--- src/rtl/os_burst_pkg.sv ---
`timescale 1ns/1ps
// Shared types for the oversampled burst receiver.
package os_burst_pkg;
    // Number of bits emitted for one sample word (0, 1 or 2).
    typedef logic [1:0] emit_cnt_t;
    localparam emit_cnt_t EMIT_NONE = 2'd0;
    localparam emit_cnt_t EMIT_ONE  = 2'd1;
    localparam emit_cnt_t EMIT_TWO  = 2'd2;
endpackage

--- src/rtl/osbr_edge_vote.sv ---
`timescale 1ns/1ps
// Edge voting: counts toggles per sample gap over a window of words.
// Assumes: take is high only for an accepted word; clr has priority.
// tally is the vote count including the current word's toggles.
module osbr_edge_vote #(
    parameter int OSR = 5,
    parameter int WIN = 32,
    localparam int VW = $clog2(WIN + 1),
    localparam int CW = $clog2(WIN)
) (
    input  logic                     clk,
    input  logic                     rst_n,
    input  logic                     clr,
    input  logic                     take,
    input  logic [OSR-1:0]           word,
    output logic                     win_end,
    output logic [OSR-1:0][VW-1:0]   tally
);
    logic [OSR-1:0]          edge_hit;
    logic [OSR-1:0][VW-1:0]  votes_q;
    logic [CW-1:0]           win_q;
    logic                    last_q;
    logic                    last_ok;

    // Toggles inside the word, one per adjacent sample pair.
    genvar k;
    generate
        for (k = 0; k < OSR - 1; k++) begin : g_inner
            assign edge_hit[k] = word[k] ^ word[k+1];
        end
    endgenerate
    // Toggle across the word boundary, only when a previous word exists.
    assign edge_hit[OSR-1] = last_ok & (last_q ^ word[0]);

    // Running tally including this word.
    always_comb begin
        for (int i = 0; i < OSR; i++) begin
            tally[i] = votes_q[i] + {{(VW-1){1'b0}}, edge_hit[i] & take};
        end
    end

    assign win_end = take && (win_q == CW'(WIN - 1));

    // Vote registers, window position and boundary sample.
    always_ff @(posedge clk) begin
        if (!rst_n || clr) begin
            votes_q <= '0;
            win_q   <= '0;
            last_q  <= 1'b0;
            last_ok <= 1'b0;
        end else if (take) begin
            last_q  <= word[OSR-1];
            last_ok <= 1'b1;
            if (win_end) begin
                votes_q <= '0;
                win_q   <= '0;
            end else begin
                votes_q <= tally;
                win_q   <= win_q + 1'b1;
            end
        end
    end
endmodule

--- src/rtl/osbr_phase_pick.sv ---
`timescale 1ns/1ps
// Phase selection: at a window end, picks the sample opposite the busiest gap.
// Assumes: tally already includes the closing word; ties go to the lower gap.
module osbr_phase_pick #(
    parameter int OSR = 5,
    parameter int WIN = 32,
    localparam int VW = $clog2(WIN + 1),
    localparam int PW = $clog2(OSR),
    localparam int OFF = (OSR + 1) / 2
) (
    input  logic                     clk,
    input  logic                     rst_n,
    input  logic                     clr,
    input  logic                     win_end,
    input  logic [OSR-1:0][VW-1:0]   tally,
    output logic [PW-1:0]            phase
);
    logic [PW-1:0] best_gap;
    logic [VW-1:0] best_val;
    logic [PW-1:0] next_phase;
    int            sum;

    // Busiest gap, lowest index wins a tie.
    always_comb begin
        best_gap = '0;
        best_val = tally[0];
        for (int i = 1; i < OSR; i++) begin
            if (tally[i] > best_val) begin
                best_val = tally[i];
                best_gap = PW'(i);
            end
        end
    end

    // Sample half a bit away from that gap, modulo OSR.
    always_comb begin
        sum = int'(best_gap) + OFF;
        if (sum >= OSR) sum = sum - OSR;
        next_phase = (best_val != '0) ? PW'(sum) : phase;
    end

    // Phase register, refreshed only at a window end.
    always_ff @(posedge clk) begin
        if (!rst_n || clr) begin
            phase <= PW'(OSR / 2);
        end else if (win_end) begin
            phase <= next_phase;
        end
    end
endmodule

--- src/rtl/osbr_bit_emit.sv ---
`timescale 1ns/1ps
// Bit emission: samples the word at the phase and repairs phase wraps.
// Assumes: phase only changes between accepted words; previous word is held.
module osbr_bit_emit
    import os_burst_pkg::*;
#(
    parameter int OSR = 5,
    localparam int PW = $clog2(OSR),
    localparam int HALF = OSR / 2
) (
    input  logic            clk,
    input  logic            rst_n,
    input  logic            clr,
    input  logic            take,
    input  logic [OSR-1:0]  word,
    input  logic [PW-1:0]   phase,
    output logic            out_valid,
    output emit_cnt_t       out_cnt,
    output logic [1:0]      out_bits
);
    logic [PW-1:0]  used_q;
    logic [OSR-1:0] prev_q;
    logic           wrap_fwd;
    logic           wrap_bwd;
    emit_cnt_t      cnt_d;
    logic [1:0]     bits_d;

    // Wrap direction relative to the phase of the previous word.
    assign wrap_fwd = (phase < used_q) && ((used_q - phase) > PW'(HALF));
    assign wrap_bwd = (phase > used_q) && ((phase - used_q) > PW'(HALF));

    // Bits for this word.
    always_comb begin
        if (wrap_fwd) begin
            cnt_d  = EMIT_NONE;
            bits_d = 2'b00;
        end else if (wrap_bwd) begin
            cnt_d  = EMIT_TWO;
            bits_d = {word[phase], prev_q[phase]};
        end else begin
            cnt_d  = EMIT_ONE;
            bits_d = {1'b0, word[phase]};
        end
    end

    // Output registers and previous-word history.
    always_ff @(posedge clk) begin
        if (!rst_n || clr) begin
            used_q    <= PW'(HALF);
            prev_q    <= '0;
            out_valid <= 1'b0;
            out_cnt   <= EMIT_NONE;
            out_bits  <= 2'b00;
        end else begin
            out_valid <= take;
            out_cnt   <= take ? cnt_d : EMIT_NONE;
            out_bits  <= take ? bits_d : 2'b00;
            if (take) begin
                used_q <= phase;
                prev_q <= word;
            end
        end
    end
endmodule

--- src/rtl/os_burst_rx.sv ---
`timescale 1ns/1ps
// Oversampled burst receiver top: votes on toggle positions over a window,
// picks the centre sample for the next window, and emits 0..2 bits per word.
// Assumes: one OSR-sample word per bit period, bit 0 earliest; bursts are
// preceded by a toggling training pattern of at least one full window.
module os_burst_rx
    import os_burst_pkg::*;
#(
    parameter int OSR = 5,
    parameter int WIN = 32,
    localparam int PW = $clog2(OSR),
    localparam int VW = $clog2(WIN + 1)
) (
    input  logic            clk,
    input  logic            rst_n,
    input  logic            burst_start,
    input  logic            samp_valid,
    input  logic [OSR-1:0]  samp,
    output logic            out_valid,
    output logic [1:0]      out_cnt,
    output logic [1:0]      out_bits,
    output logic [PW-1:0]   samp_phase
);
    logic                   take;
    logic                   win_end;
    logic [OSR-1:0][VW-1:0] tally;
    emit_cnt_t              cnt_w;

    assign take = samp_valid & ~burst_start;

    osbr_edge_vote #(.OSR(OSR), .WIN(WIN)) u_vote (
        .clk(clk), .rst_n(rst_n), .clr(burst_start), .take(take),
        .word(samp), .win_end(win_end), .tally(tally)
    );

    osbr_phase_pick #(.OSR(OSR), .WIN(WIN)) u_pick (
        .clk(clk), .rst_n(rst_n), .clr(burst_start), .win_end(win_end),
        .tally(tally), .phase(samp_phase)
    );

    osbr_bit_emit #(.OSR(OSR)) u_emit (
        .clk(clk), .rst_n(rst_n), .clr(burst_start), .take(take),
        .word(samp), .phase(samp_phase), .out_valid(out_valid),
        .out_cnt(cnt_w), .out_bits(out_bits)
    );

    assign out_cnt = cnt_w;
endmodule

--- config.mk ---
export PLATFORM = sky130hd
export DESIGN_NAME = os_burst_rx
export DESIGN_NICKNAME = d
export VERILOG_FILES = /design/src/rtl/os_burst_pkg.sv /design/src/rtl/osbr_edge_vote.sv /design/src/rtl/osbr_phase_pick.sv /design/src/rtl/osbr_bit_emit.sv /design/src/rtl/os_burst_rx.sv
export SDC_FILE = /design/constraint.sdc
export NUM_CORES = 1
export LEC_CHECK = 0
export ABC_AREA = 1
export ABC_CLOCK_PERIOD_IN_PS = 11200
export BUFFER_PORTS_ARGS = -buffer_cell sky130_fd_sc_hd__buf_2
export CORE_ASPECT_RATIO = 1.2
export CORE_MARGIN = 3
export CORE_UTILIZATION = 45
export CTS_CLUSTER_SIZE = 8
export DETAILED_ROUTE_END_ITERATION = 8
export MAX_ROUTING_LAYER = met4
export RECOVER_POWER = 25
export SLEW_MARGIN = 20
export SYNTH_ARGS = -nofsm -noshare
export SYNTH_HDL_FRONTEND = slang
export SYNTH_SLANG_ARGS = --single-unit
--- constraint.sdc ---
create_clock -name clk -period 11.2 [get_ports clk]
set_input_delay 2.24 -clock clk [delete_from_list [all_inputs] [get_ports clk]]
set_output_delay 2.24 -clock clk [all_outputs]
set_load 0.01 [all_outputs]
==> qor.csv <==
stage,metric,value,unit
worst_setup_path,crit path kind,primary input to flop,
logic_synthesis,number of synthesized flops with an enable pin,0,
layout,n_diodes,0,
place,post-DP HPWL,6.36,mm
clocking,worst skew pair latency,0.30,ns
timing,unrepaired setup endpoints after global routing,false,
logic_synthesis,Post-Synthesis Cells,539,
die,starting density of the core,47.6,%
worst_setup_path,worst r2r path cells,44,
logic_synthesis,sequential element share of the synthesized area,27.6,%
logic_synthesis,"FFs w/ async S/R, synth",0,%
global_route,first-pass GRT wire length,14.3,mm
logic_synthesis,Synth Flop Type,dfxtp_1,
worst_setup_path,CP arrival,9.36,ns
worst_setup_path,CP endpoint,u_pick.phase[1]$_SDFFE_PP1P_,
logic_synthesis,Cell variety after synth,40,
die,core area,7930,µm²
worst_setup_path,Critical Path End Type,flop,
layout,Multi-input gate area,2410,µm²
route,Detailed Routing Iterations Pass 1,6,
timing,FMAX,110,MHz
global_route,number of global-route vias before repair,3177,
clocking,post_cts resized,0,
clocking,Inserted Clock Buffers,5,
global_route,Total GRT Usage,19.1,%
worst_setup_path,cell family with the largest share of critical-path delay,simple AND/OR/NAND/NOR gates,
layout,fin util,50.8,%
worst_setup_path,worst reg2reg setup slack,4.89,ns
route,DRC,0,
clocking,CTS Sinks,52,
global_route,antenna violations before repair,0,
logic_synthesis,Synth Area per Inst,7.00,µm²
timing,pins over their slew limit,44,
timing,"Hold Vio Cnt, Final",0,
clocking,CTS H-tree depth,2,
layout,register area,1040,µm²
worst_setup_path,Buf/Inv on CP,9,
die,row count,35,
timing,period utilization,81.4,%
clocking,CTS tree,yes,
global_route,largest net degree at the start of global routing,44,
worst_setup_path,Levels on crit path,49,
route,vias per cell,5.07,
timing,Worst-Margin Slew,2.10,ns
logic_synthesis,"Cell Area, Synth",3770,µm²
timing,final setup fails,0,
layout,proportion of layout cells with a drive suffix above 1,12.2,%
power,PD cells,125,nW/µm²
worst_setup_path,cell mode on critical path,inv_1,
place,Final GP Congestion,0.871,
worst_setup_path,CP max FO,14,
worst_setup_path,WP data required,11.45,ns
worst_setup_path,FF-to-FF End,u_pick.phase[1]$_SDFFE_PP1P_,
place,PortBufs,16,
clocking,Root Driver,clkbuf_8,
route,wire per inst,12.7,µm
die,width of the die,89.6,µm
worst_setup_path,slowest CP cell,nor2_1,
timing,skew final,0.00465,ns
clocking,CTS Buffer Depth,2,
worst_setup_path,crit path launch,samp_valid,
die,DIE AREA,9530,µm²
clocking,clock transition at the registers of the reported paths,0.10,ns
timing,fin crit period,9.11,ns
clocking,Setup Buffers After CTS,0,
clocking,hold_buf cts,0,
route,Vias,3359,
logic_synthesis,Syn. warnings,0,
route,1st-iter DRT viols,156,
worst_setup_path,worst stage delay on the critical path,0.56,ns
layout,area delta synth->final,6.63,%
layout,filler instances,808,
power,peak supply drop,0.0000558,V
layout,nets,597,
timing,setup TNS,0,ns
route,ANT nets after route,0,
route,drt total wl,8.41,mm
logic_synthesis,Post-Syn Nets,586,
worst_setup_path,startpoint class of the critical path,primary input,
logic_synthesis,register bit total from synthesis,52,
die,# IOs,17,
global_route,Overflow after GRT,0,
hold_path,HP Class,flop to flop,
timing,Slew HR,-40.3,%
die,die height,106,µm
run_status,run status,"finished, violations left",
job,Max-Cap Viols,1,
power,Leak,1.86,nW
run_status,failing checks,"max-capacitance violations, max-slew violations",
worst_setup_path,reg2reg start,u_vote.votes_q[0]$_SDFFE_PP0N_,
[logic make-up after synthesis]
group	count (synthesis)	synth area share, %
xor gates and xnor gates	18	4.18
and+or+nand+nor	263	33.7
DFF	52	27.6
adders and majority gates	38	13.0
buffers and inverters	85	8.75
AOI/OAI and AO/OA	83	12.8
[worst min-delay path, cell delays in order, from the launching register on]
cell,delay (ns)
dfxtp_1,0.32
nand2_1,0.06
a21oi_1,0.05
[layout by cell type, fill, tap and decap left out, drive strengths merged]
master / n
a21o: 1
buf: 9
o211ai: 1
a31oi: 1
a21oi: 50
a22oi: 3
clkinvlp: 1
inv: 68
nor2: 35
o21a: 4
clkbuf: 16
nand2: 166
nand4: 8
dfxtp: 52
xnor2: 4
nor4: 1
nand3b: 2
o21bai: 4
nor3: 5
o21ai: 11
or2: 2
a31o: 4
ha: 36
a221o: 2
a211oi: 1
xor2: 14
nand3: 42
and2: 2
clkinv: 3
a22o: 1
fa: 2
[synth_stat cells (5+ instances only)]
cell type / n / share of area, %
clkbuf_1: 14 / 1.4
xor2_1: 14 / 3.2
nand2_2: 21 / 3.5
nand3_2: 5 / 1.3
nor3_1: 5 / 0.66
nor2_1: 29 / 2.9
o21ai_0: 11 / 1.5
nand2_1: 140 / 14
ha_1: 36 / 12
nand4_1: 7 / 1.2
a21oi_1: 49 / 6.5
dfxtp_1: 52 / 28
nand3_1: 35 / 4.6
inv_1: 65 / 6.5
[registers in the layout, indices dropped and copies added, names as in the netlist]
register and cells:
u_pick.phase 3, u_vote.votes_q 30, u_vote.win_q 5, u_emit.used_q 3, u_emit.out_valid 1, u_vote.last_ok 1
u_emit.out_cnt 2, u_emit.out_bits 2, u_vote.last_q 1, u_emit.prev_q 4
[where the power goes]
part | internal (mW) | leakage (nW) | switching (mW)
Sequential | 0.186 | 0.420 | 0.000794
Clock | 0.0447 | 0.0414 | 0.0660
Combinational | 0.0720 | 1.40 | 0.133
[final cells by class]
class                      instances  share of cell area, %
sequential                        52                   25.9
inverter                          70                   6.53
multi-input combinational        402                   59.8
tap                              111                   3.45
timing repair buffer              19                   2.18
clock inverter                     2                  0.404
clock buffer                       6                   1.80
[metrics by stage]
stage	worst slack, ns	hold WS, ns	power, mW	instance area, µm²	instances
finish	2.09	0.471	0.503	4030	662
floorplan	2.65	0.433	0.363	3770	539
CTS	2.14	0.474	0.509	4040	662
global route	1.36	0.488	0.545	4030	662
detailed placement	1.86	0.458	0.395	3950	654
global placement	2.04	0.456	0.391	3950	654
[metal layers]
metal / routed length, µm / GRT usage, % / vias up
li1: - / - / 1766
met1: 3920 / 23.1 / 1537
met2: 4120 / 33.4 / 52
met3: 285 / 2.02 / 4
met4: 78 / 4.79 / 0
met5: 0 / - / -
[how the worst min path moves through the flow]
stage | from | endpoint | cells after the start
2_1_floorplan | u_vote.last_ok$_SDFFE_PP0N_ | u_vote.last_ok$_SDFFE_PP0N_ | 2
3_3_place_gp | u_emit.prev_q[2]$_SDFFE_PP0N_ | u_emit.prev_q[2]$_SDFFE_PP0N_ | 2
3_5_place_dp | u_emit.prev_q[0]$_SDFFE_PP0N_ | u_emit.prev_q[0]$_SDFFE_PP0N_ | 2
4_1_cts | u_emit.prev_q[0]$_SDFFE_PP0N_ | u_emit.prev_q[0]$_SDFFE_PP0N_ | 2
5_1_grt | u_vote.votes_q[22]$_SDFFE_PP0N_ | u_vote.votes_q[22]$_SDFFE_PP0N_ | 2
6_report | u_emit.prev_q[0]$_SDFFE_PP0N_ | u_emit.prev_q[0]$_SDFFE_PP0N_ | 2
Power figures use the tool's default switching activity.
